===== src/rtl/lpit_pkg.sv =====
package lpit_pkg;
  localparam int OFF_W   = 4;
  localparam int VEC_W   = 8;
  localparam int SHIFT_W = 3;

  localparam logic [OFF_W-1:0] OFF_ENTRY = 4'h0;
  localparam logic [OFF_W-1:0] OFF_INIT  = 4'h4;
  localparam logic [OFF_W-1:0] OFF_CUR   = 4'h8;
  localparam logic [OFF_W-1:0] OFF_DIV   = 4'hC;

  localparam int ENT_DS_BIT   = 12;
  localparam int ENT_MASK_BIT = 16;
  localparam int ENT_PER_BIT  = 17;

  typedef struct packed {
    logic             periodic;
    logic             masked;
    logic             dstat;
    logic [VEC_W-1:0] vec;
  } entry_t;

  // Divide code to shift amount: three chosen bits plus one, modulo 8.
  function automatic logic [SHIFT_W-1:0] div_shift(input logic [3:0] code);
    return {code[3], code[1], code[0]} + 3'd1;
  endfunction

  function automatic logic [31:0] entry_word(input entry_t e);
    logic [31:0] w;
    w = '0;
    w[VEC_W-1:0]   = e.vec;
    w[ENT_DS_BIT]  = e.dstat;
    w[ENT_MASK_BIT] = e.masked;
    w[ENT_PER_BIT] = e.periodic;
    return w;
  endfunction
endpackage


===== src/rtl/lpit_regs.sv =====
module lpit_regs
  import lpit_pkg::*;
#(
  parameter int DATA_W = 32,
  parameter int CNT_W  = 32
) (
  input  logic              clk,
  input  logic              rst,
  input  logic              sw_enable,
  input  logic              wr_en,
  input  logic [OFF_W-1:0]  wr_off,
  input  logic [DATA_W-1:0] wr_data,
  output entry_t            entry_q,
  output logic [CNT_W-1:0]  init_q,
  output logic [3:0]        divcfg_q,
  output logic              init_wr
);
  assign init_wr = wr_en && (wr_off == OFF_INIT);

  always_ff @(posedge clk) begin
    if (rst) begin
      entry_q  <= '{periodic: 1'b0, masked: 1'b1, dstat: 1'b0, vec: '0};
      init_q   <= '0;
      divcfg_q <= '0;
    end else begin
      if (wr_en) begin
        case (wr_off)
          OFF_ENTRY: entry_q <= '{periodic: wr_data[ENT_PER_BIT],
                                  masked:   wr_data[ENT_MASK_BIT] | ~sw_enable,
                                  dstat:    wr_data[ENT_DS_BIT],
                                  vec:      wr_data[VEC_W-1:0]};
          OFF_INIT:  init_q   <= wr_data[CNT_W-1:0];
          OFF_DIV:   divcfg_q <= wr_data[3:0];
          default:   ;
        endcase
      end
      if (!sw_enable) entry_q.masked <= 1'b1;
    end
  end
endmodule


===== src/rtl/lpit_prescaler.sv =====
module lpit_prescaler
  import lpit_pkg::*;
(
  input  logic               clk,
  input  logic               rst,
  input  logic               run,
  input  logic               restart,
  input  logic [SHIFT_W-1:0] shift,
  output logic               step
);
  localparam int PRE_W = (1 << SHIFT_W) - 1;

  logic [PRE_W-1:0] pre_q;
  logic [PRE_W:0]   lim;

  assign lim  = ({{PRE_W{1'b0}}, 1'b1} << shift) - 1'b1;
  assign step = run && !restart && ({1'b0, pre_q} >= lim);

  always_ff @(posedge clk) begin
    if (rst || restart || !run || step) pre_q <= '0;
    else                                pre_q <= pre_q + 1'b1;
  end
endmodule


===== src/rtl/lpit_counter.sv =====
module lpit_counter #(
  parameter int CNT_W = 32
) (
  input  logic             clk,
  input  logic             rst,
  input  logic             load,
  input  logic [CNT_W-1:0] load_val,
  input  logic [CNT_W-1:0] reload_val,
  input  logic             periodic,
  input  logic             step,
  output logic [CNT_W-1:0] cur_q,
  output logic             expire_q,
  output logic             running
);
  assign running = (cur_q != '0);

  always_ff @(posedge clk) begin
    if (rst) begin
      cur_q    <= '0;
      expire_q <= 1'b0;
    end else if (load) begin
      cur_q    <= load_val;
      expire_q <= 1'b0;
    end else if (step && running) begin
      if (cur_q == CNT_W'(1)) begin
        expire_q <= 1'b1;
        cur_q    <= periodic ? reload_val : '0;
      end else begin
        expire_q <= 1'b0;
        cur_q    <= cur_q - 1'b1;
      end
    end else begin
      expire_q <= 1'b0;
    end
  end
endmodule


===== src/rtl/lpit_pending.sv =====
module lpit_pending #(
  parameter int PEND_W = 8
) (
  input  logic              clk,
  input  logic              rst,
  input  logic              clear,
  input  logic              inc,
  input  logic              deliver_ok,
  input  logic              take,
  output logic              irq_req,
  output logic [PEND_W-1:0] pend_q
);
  localparam logic [PEND_W-1:0] PEND_MAX = '1;

  logic dec;
  assign irq_req = deliver_ok && (pend_q != '0);
  assign dec     = irq_req && take;

  always_ff @(posedge clk) begin
    if (rst || clear) begin
      pend_q <= '0;
    end else begin
      case ({inc, dec})
        2'b10:   if (pend_q != PEND_MAX) pend_q <= pend_q + 1'b1;
        2'b01:   pend_q <= pend_q - 1'b1;
        default: ;
      endcase
    end
  end
endmodule


===== src/rtl/lpit_timer.sv =====
module lpit_timer
  import lpit_pkg::*;
#(
  parameter int DATA_W = 32,
  parameter int CNT_W  = 32,
  parameter int PEND_W = 8
) (
  input  logic              clk,
  input  logic              rst,
  input  logic              hw_enable,
  input  logic              sw_enable,
  input  logic              wr_en,
  input  logic [OFF_W-1:0]  wr_off,
  input  logic [DATA_W-1:0] wr_data,
  input  logic              rd_en,
  input  logic [OFF_W-1:0]  rd_off,
  output logic [DATA_W-1:0] rd_data,
  input  logic              irq_take,
  output logic              irq_req,
  output logic [VEC_W-1:0]  irq_vector,
  output logic              expire_o
);
  entry_t             entry_q;
  logic [CNT_W-1:0]   init_q;
  logic [3:0]         divcfg_q;
  logic               init_wr;
  logic               step;
  logic               running;
  logic [CNT_W-1:0]   cur_q;
  logic               expire_q;
  logic [PEND_W-1:0]  pend_q;
  logic               ent_masked;
  logic               deliver_ok;

  lpit_regs #(.DATA_W(DATA_W), .CNT_W(CNT_W)) u_regs (
    .clk(clk), .rst(rst), .sw_enable(sw_enable),
    .wr_en(wr_en), .wr_off(wr_off), .wr_data(wr_data),
    .entry_q(entry_q), .init_q(init_q), .divcfg_q(divcfg_q), .init_wr(init_wr)
  );

  lpit_prescaler u_pre (
    .clk(clk), .rst(rst), .run(running), .restart(init_wr),
    .shift(div_shift(divcfg_q)), .step(step)
  );

  lpit_counter #(.CNT_W(CNT_W)) u_cnt (
    .clk(clk), .rst(rst), .load(init_wr), .load_val(wr_data[CNT_W-1:0]),
    .reload_val(init_q), .periodic(entry_q.periodic), .step(step),
    .cur_q(cur_q), .expire_q(expire_q), .running(running)
  );

  assign ent_masked = entry_q.masked;
  assign deliver_ok = hw_enable && sw_enable && !ent_masked;

  lpit_pending #(.PEND_W(PEND_W)) u_pend (
    .clk(clk), .rst(rst), .clear(!sw_enable), .inc(expire_q),
    .deliver_ok(deliver_ok), .take(irq_take),
    .irq_req(irq_req), .pend_q(pend_q)
  );

  assign irq_vector = entry_q.vec;
  assign expire_o   = expire_q;

  always_ff @(posedge clk) begin
    if (rst) begin
      rd_data <= '0;
    end else if (rd_en) begin
      case (rd_off)
        OFF_ENTRY: rd_data <= DATA_W'(entry_word(entry_q));
        OFF_INIT:  rd_data <= DATA_W'(init_q);
        OFF_CUR:   rd_data <= DATA_W'(cur_q);
        OFF_DIV:   rd_data <= DATA_W'(divcfg_q);
        default:   rd_data <= '0;
      endcase
    end
  end
endmodule


===== config.mk =====
export PLATFORM = sky130hd
export DESIGN_NAME = lpit_timer
export DESIGN_NICKNAME = d
export VERILOG_FILES = /design/src/rtl/lpit_pkg.sv /design/src/rtl/lpit_regs.sv /design/src/rtl/lpit_prescaler.sv /design/src/rtl/lpit_counter.sv /design/src/rtl/lpit_pending.sv /design/src/rtl/lpit_timer.sv
export SDC_FILE = /design/constraint.sdc
export NUM_CORES = 1
export LEC_CHECK = 0
export ABC_AREA = 1
export BUFFER_PORTS_ARGS = -buffer_cell sky130_fd_sc_hd__buf_4
export CAP_MARGIN = 20
export CORE_MARGIN = 10
export CORE_UTILIZATION = 25
export CTS_CLUSTER_DIAMETER = 60
export DETAILED_ROUTE_END_ITERATION = 6
export SYNTH_ARGS = -nofsm -noshare
export SYNTH_HDL_FRONTEND = slang
export SYNTH_SLANG_ARGS = --single-unit
export TNS_END_PERCENT = 100

===== constraint.sdc =====
create_clock -name clk -period 2.3 [get_ports clk]
set_input_delay 0.115 -clock clk [delete_from_list [all_inputs] [get_ports clk]]
set_output_delay 0.115 -clock clk [all_outputs]
set_load 0.03 [all_outputs]

==> flow_summary.toml, run 1 <==
[clocking]
cts_root_buffer = "clkbuf_16"
cts_buffers = 17
path_clk_slew_ns = 0.06
cts_tree = "done"
clock_sinks = 127
cts_max_level = 4
clk_path_buf_depth = 2
clk_latency_ns = 0.43

[sta]
period_minus_slack_ns = 2.37
fmax_mhz = 422
setup_viol = 30
hold_viol_final = 0
setup_ws_ns = -0.0713
worst_slew_pin_slew_ns = 0.750
max_slew_margin_pct = 50.0
fin_setup_tns_ns = -0.992
min_period_over_period_pct = 103
rsz0062_at_grt = "yes"
finalMaxSlewViolations = 0
fin_skew_ns = 0.0117

[setup_path]
critPathMaxStageDelay_ns = 0.38
cp_cell_sequence = "nand2_4, inv_4, nand2_4, ha_4, inv_4, xor2_1, inv_1, ha_1, nand2_1, inv_2, nand2_1, nand2_1, nand2_1, nand3_2, nand2_4, nand2_8, clkbuf_16, o21ai_1, nor2_1"
critical-path-top-delay-family = "simple AND/OR/NAND/NOR gates"
cp_common_cell = "nand2_1"
critPathArrivalTime_ns = 2.69
cp_max_fo = 7
worstSetupPathType = "flip-flop to flip-flop"
cp.required_ns = 2.62
cp_num_buf_inv = 5
end_kind = "flip-flop"
start_kind = "flip-flop"
slowest_stage = "dfxtp_4"

[die]
die-area_mm2 = 0.0366
initial_core_util_pct = 25.4
fp.dieW_um = 191
die_h_um = 191
core_mm2 = 0.0289
ios = 89
rows = 62

[routing]
avgViaCountPerCell = 4.53
postRouteAntennaNets = 0
drc = 0
wl_per_cell_um = 14.0
drt_first_pass_iters = 5
wirelength_mm = 22.9
dr.max_layer_used = "met4"
route.met3.wl_mm = 1.18
routed-via-count = 7432
drt_iter0_drc = 397
m1WireLength_mm = 11.0
wl_met2_mm = 10.5

[placed_design]
dp_slack_ns = -0.239
postPlaceCellArea_mm2 = 0.00842
port_buffers = 88
place_hpwl_mm = 16.7
gp_congestion = 0.926

[global_route]
overflow = 0
grtUsageTotal_pct = 12.3
antenna_found_initial = 0
first_global_vias = 7059
grt_max_degree = 65
grt_pass1_wl_mm = 36.8

[power]
p_clk_share_pct = 28.7
swShare_pct = 40.3
intPower_uw = 5940
seqPwrFrac_pct = 28.5
p_switching_uw = 4020
ir_drop_mv = 0.557
p_per_area_mw_per_mm2 = 1050
leakagePower_uw = 0.00425
p_total_uw = 9960
comb_power_share_pct = 42.8

[synth]
synth_area_leader_cell = "dfxtp_1"
syn-num-nets = 1203
synth_top_area_share_pct = 34.6
synth_area_mm2 = 0.00734
yosys_most_used_dff = "dfxtp_1"
synth_edf_count = 0
yosys_warnings = 0
syn_avg_cell_area_um2 = 6.45
synth.distinct_cells = 40
yosysMostFrequentCell = "nand2_1"
synthTopCellsByArea = "dfxtp_1, nand2_1, nor2_1, inv_1, o21ai_0"
synth_commonest_cells = "nand2_1, nor2_1, inv_1"
synthArstFlopShare_pct = 0
ys_seq_elements = 127
yosysSeqAreaShare_pct = 34.6
netlist_instances = 1138

[final_layout]
finalNetCount = 1307
fillers = 3166
fin_area_mm2 = 0.00952
layout-drive-gt1-share_pct = 18.5
syn2layout_area_growth_pct = 29.7
diodes = 0

[flow_run]
maxCapViolCount = 0

[run_status]
violations = "setup timing"
status = "complete, but fails checks"

[min_path]
worstHoldPathType = "input pin to flip-flop"
-- routing by layer --
| layer | track usage, % | up-vias |
|---|---|---|
| met5 | 0 | - |
| li1 | - | 3810 |
| met4 | 2.49 | 0 |
| met3 | 3.01 | 19 |
| met2 | 20.0 | 158 |
| met1 | 16.2 | 3445 |
-- what timing repair did --
item | CTS | global route
endpoints found under the hold margin | 15 | 0
gates resized for setup | 32 | 36
buffers inserted | 1 | 3
hold buffers | 14 | 0
gates cloned | 2 | 1
pin swaps | 2 | 14
endpoints found under the setup margin | 39 | 41
-- placed cells by master, fill, tap and decap left out, drive strengths merged, types with 7 or more instances in the layout --
| cell type | count |
|---|---|
| o22ai | 7 |
| a21oi | 71 |
| nand3 | 46 |
| o21ai | 113 |
| nand2 | 319 |
| clkbuf | 19 |
| nand4 | 15 |
| dfxtp | 127 |
| nor2 | 185 |
| dlygate4sd3 | 14 |
| buf | 125 |
| inv | 142 |
| xor2 | 18 |
| ha | 17 |
-- flip-flops by register name, indices dropped and copies added (netlist names) --
register	count
u_cnt.expire_q	1
u_cnt.cur_q	32
rd_data	32
u_pend.pend_q	8
u_pre.pre_q	7
u_regs.divcfg_q	4
u_regs.init_q	32
u_regs.entry_q	11
-- per-stage QoR --
stage | util, % | cells | hold slack [ns]
6_report | 33.0 | 1639 | 0.0155
5_1_grt | 33.0 | 1639 | 0.0402
4_1_cts | 32.3 | 1634 | 0.00417
3_5_place_dp | 29.2 | 1585 | 0.410
3_3_place_gp | 29.2 | 1585 | 0.397
2_1_floorplan | - | 1138 | 0.280
-- worst register-to-register path: stages, from the launching register on --
cell and delay [ns]:
dfxtp_4 0.38, nand2_4 0.07, inv_4 0.06, nand2_4 0.05
ha_4 0.16, inv_4 0.07, xor2_1 0.14, inv_1 0.06
ha_1 0.26, nand2_1 0.07, inv_2 0.04, nand2_1 0.05
nand2_1 0.04, nand2_1 0.07, nand3_2 0.11, nand2_4 0.12
nand2_8 0.12, clkbuf_16 0.22, o21ai_1 0.12, nor2_1 0.06
-- power groups by stage --
stage / clock network, uW / registers, uW / logic [uW]
after detailed placement: 0 / 2860 / 3600
after CTS: 2920 / 2820 / 3990
after global routing: 3010 / 2870 / 4760
after global placement: 0 / 2860 / 3530
final: 2860 / 2840 / 4260
after floorplan: 0 / 2790 / 2820
-- layout make-up --
class,instances,area (um^2),share of cell area (%)
Tap cell,384,480,5.05
Inverter,139,534,5.61
Clock inverter,14,180,1.89
Sequential cell,127,2550,26.8
Timing Repair Buffer,140,1190,12.5
Multi-Input combinational cell,817,4140,43.5
Clock buffer,18,439,4.61
-- logic make-up after synthesis --
group | after synthesis | synth area share (%)
AND/OR/NAND/NOR | 569 | 32.9
AO/OA/AOI/OAI | 208 | 15.4
buffers and inverters | 194 | 11.3
flip-flops | 127 | 34.6
XOR/XNOR | 22 | 2.63
adder cells (fa/ha/maj) | 18 | 3.17
-- final timing paths --
path | from | endpoint | slack [ns] | depth (start not counted)
worst min-delay path | wr_data[0] | u_regs.entry_q[0]$_SDFFE_PP0P_ | 0.02 | 3
worst max register to register | u_regs.divcfg_q[1]$_SDFFE_PP0P_ | u_cnt.cur_q[21]$_SDFFE_PP0P_ | -0.07 | 19
worst min register to register | u_regs.entry_q[8]$_SDFFE_PP0P_ | u_regs.entry_q[8]$_SDFFE_PP0P_ | 0.46 | 2
worst max-delay path | u_regs.divcfg_q[1]$_SDFFE_PP0P_ | u_cnt.cur_q[21]$_SDFFE_PP0P_ | -0.07 | 19
Note: power is estimated with default switching activity, not from simulation.
==> run 2, diff against run 1 <==
Settings changed: CORE_UTILIZATION 25 to 50, PLACE_DENSITY set to 0.73, SKIP_LAST_GASP set to 1, SLEW_MARGIN set to 20.
==> run 2 against run 1 <==
The flow still finishes with violations (setup timing). Critical path type unchanged. Critical endpoint is now u_cnt.cur_q[18]$_SDFFE_PP0P_. Count of clock-buffer cells in the layout unchanged. Flip-flop and latch count is the same. Clock power is 12% higher. Combinational power increased by 9.9%. Total power is 7.6% higher. Sequential share of layout area is 0.098 points higher. Non-clock buffer count increased by 3.
==> flow_summary.toml, run 2 (same netlist as run 1, synthesis figures left out) <==
[run_status]
status = "complete, but fails checks"
violations = "setup timing"

[sta]
setup_ws_ns = -0.196
fin_setup_tns_ns = -5.03
period_minus_slack_ns = 2.50
rsz0062_at_grt = "yes"
fmax_mhz = 401
hold_viol_final = 0
fin_skew_ns = 0.00635
setup_viol = 32
finalMaxSlewViolations = 0
max_slew_margin_pct = 52.3
min_period_over_period_pct = 109
worst_slew_pin_slew_ns = 0.715

[final_layout]
final_common_cell = "nand2_1"
regArea_mm2 = 0.00256
finalNetCount = 1311
final_cell_mix = "nand2_1, nor2_1, inv_1, buf_4, dfxtp_1"
fin_area_mm2 = 0.00952
syn2layout_area_growth_pct = 29.7
layout.cells.non_filler = 1443
diodes = 0
multi_input_area_mm2 = 0.00426
reg.largest.list = "rd_data x32, u_cnt.cur_q x32, u_regs.init_q x32"
layout-drive-gt1-share_pct = 21.2
fillers = 1245
fin_util_pct = 65.8

[die]
die-area_mm2 = 0.0199
fp.dieW_um = 141
ios = 89
core_mm2 = 0.0145
initial_core_util_pct = 50.7
rows = 44
die_h_um = 141

[routing]
avgViaCountPerCell = 5.39
wirelength_mm = 23.3
drt_first_pass_iters = 5
postRouteAntennaNets = 0
drc = 0
drt_iter0_drc = 890
wl_per_cell_um = 16.2
routed-via-count = 7776

[flow_run]
maxCapViolCount = 0

[clocking]
clk_latency_ns = 0.42
cts_root_buffer = "clkbuf_16"
cts_tree = "done"
cts_max_level = 4
clock_sinks = 127
cts_buffers = 17
clk_path_buf_depth = 2
path_clk_slew_ns = 0.06

[setup_path]
start_kind = "flip-flop"
r2r_slack_ns = -0.20
worstSetupPathType = "flip-flop to flip-flop"
reg2reg_depth = 18
end_kind = "flip-flop"
cp_max_fo = 7
cp.required_ns = 2.62
r2r_start = "u_regs.divcfg_q[1]$_SDFFE_PP0P_"
critPathArrivalTime_ns = 2.81
reg2reg_to = "u_cnt.cur_q[18]$_SDFFE_PP0P_"

[min_path]
worstHoldPathType = "input pin to flip-flop"
worstHoldStart = "wr_en"
holdPathStages = 3
hold_end = "u_regs.entry_q[9]$_SDFFE_PP1P_"

[placed_design]
gp_congestion = 0.936
dp_cells = 1387
postPlaceCellArea_mm2 = 0.00819
place_hpwl_mm = 15.2
port_buffers = 88

[power]
ir_drop_mv = 0.716
p_per_area_mw_per_mm2 = 1130
leakagePower_uw = 0.00436

[global_route]
grt_max_degree = 65
antenna_found_initial = 0
overflow = 0
first_global_vias = 7314
grtUsageTotal_pct = 22.0
grt_pass1_wl_mm = 36.3
==> run 2: changes by cell type in the layout (fill, tap and decap cells not counted), sizes merged <==
cell,before,now
nand2,319,320
clkinv,3,5
buf,125,130
clkinvlp,5,3
dlygate4sd3,14,10
inv,142,138
clkbuf,19,21
bufinv,3,7
==> run 2: cell type report <==
type	count	share of cell area (%)
multi-input cells	818	44.7
flip-flops and latches	127	26.9
repair buffers	143	13.0
inverters	139	5.61
clock buffers	18	4.51
clock inverters	14	2.77
well taps	184	2.42
==> run 2: per-stage QoR <==
| step | total power, uW | worst slack [ns] | hold slack, ns |
|---|---|---|---|
| 3_5_place_dp | 6420 | -0.251 | 0.405 |
| 6_report | 10700 | -0.196 | 0.00274 |
| 2_1_floorplan | 5610 | 0.0110 | 0.280 |
| 5_1_grt | 11300 | -0.330 | 0.00678 |
| 4_1_cts | 10100 | -0.101 | 0.00217 |
| 3_3_place_gp | 6340 | -0.144 | 0.397 |
==> run 2: repair_timing <==
action                                  in CTS  in global routing
endpoints found under the setup margin      40                 43
gates cloned                                 3                  4
hold endpoints to repair                    11                  0
setup buffers                                4                  3
pin swaps                                    4                 28
resized for setup                           27                 71
hold buffers                                10                  0
==> run 2: worst max path at each step <==
stage | startpoint | end | slack (ns) | cells after the start
final | u_regs.divcfg_q[1]$_SDFFE_PP0P_ | u_cnt.cur_q[18]$_SDFFE_PP0P_ | -0.20 | 18
after detailed placement | u_regs.divcfg_q[1]$_SDFFE_PP0P_ | u_cnt.cur_q[4]$_SDFFE_PP0P_ | -0.25 | 19
after global placement | u_regs.divcfg_q[1]$_SDFFE_PP0P_ | u_cnt.cur_q[16]$_SDFFE_PP0P_ | -0.14 | 19
after CTS | u_regs.divcfg_q[1]$_SDFFE_PP0P_ | u_cnt.cur_q[6]$_SDFFE_PP0P_ | -0.10 | 18
after global routing | u_regs.divcfg_q[1]$_SDFFE_PP0P_ | u_cnt.cur_q[0]$_SDFFE_PP0P_ | -0.33 | 18
after floorplan | u_regs.divcfg_q[1]$_SDFFE_PP0P_ | u_cnt.cur_q[16]$_SDFFE_PP0P_ | 0.01 | 20
==> run 2: worst max-delay path, stage by stage (launching register included) <==
cell       delay [ns]
dfxtp_4          0.37
nor2_4           0.13
buf_4            0.12
buf_4            0.10
inv_2            0.04
a21oi_4          0.14
o21ai_1          0.08
nand2_1          0.09
inv_2            0.05
ha_4             0.22
inv_4            0.06
nor2_1           0.04
nor2_1           0.13
nand3_2          0.11
nand2_4          0.15
nand2_8          0.14
clkbuf_16        0.22
o21ai_2          0.11
nor2_1           0.06
==> run 2: power breakdown <==
| part | switching (uW) | total [uW] | leakage (uW) | internal [uW] |
|---|---|---|---|---|
| logic | 2740 | 4680 | 0.00299 | 1940 |
| clock network | 1050 | 3190 | 0.000326 | 2140 |
| registers | 362 | 2840 | 0.00104 | 2480 |
| total | 4150 | 10700 | 0.00436 | 6560 |
==> run 2: routing by layer <==
layer | global-route usage [%] | vias up | share of wire [%]
met5 | 0 | - | 0
met4 | 8.42 | 0 | 2.8
met3 | 4.50 | 57 | 6.0
met2 | 37.9 | 297 | 50
met1 | 26.3 | 3599 | 41
li1 | - | 3823 | -
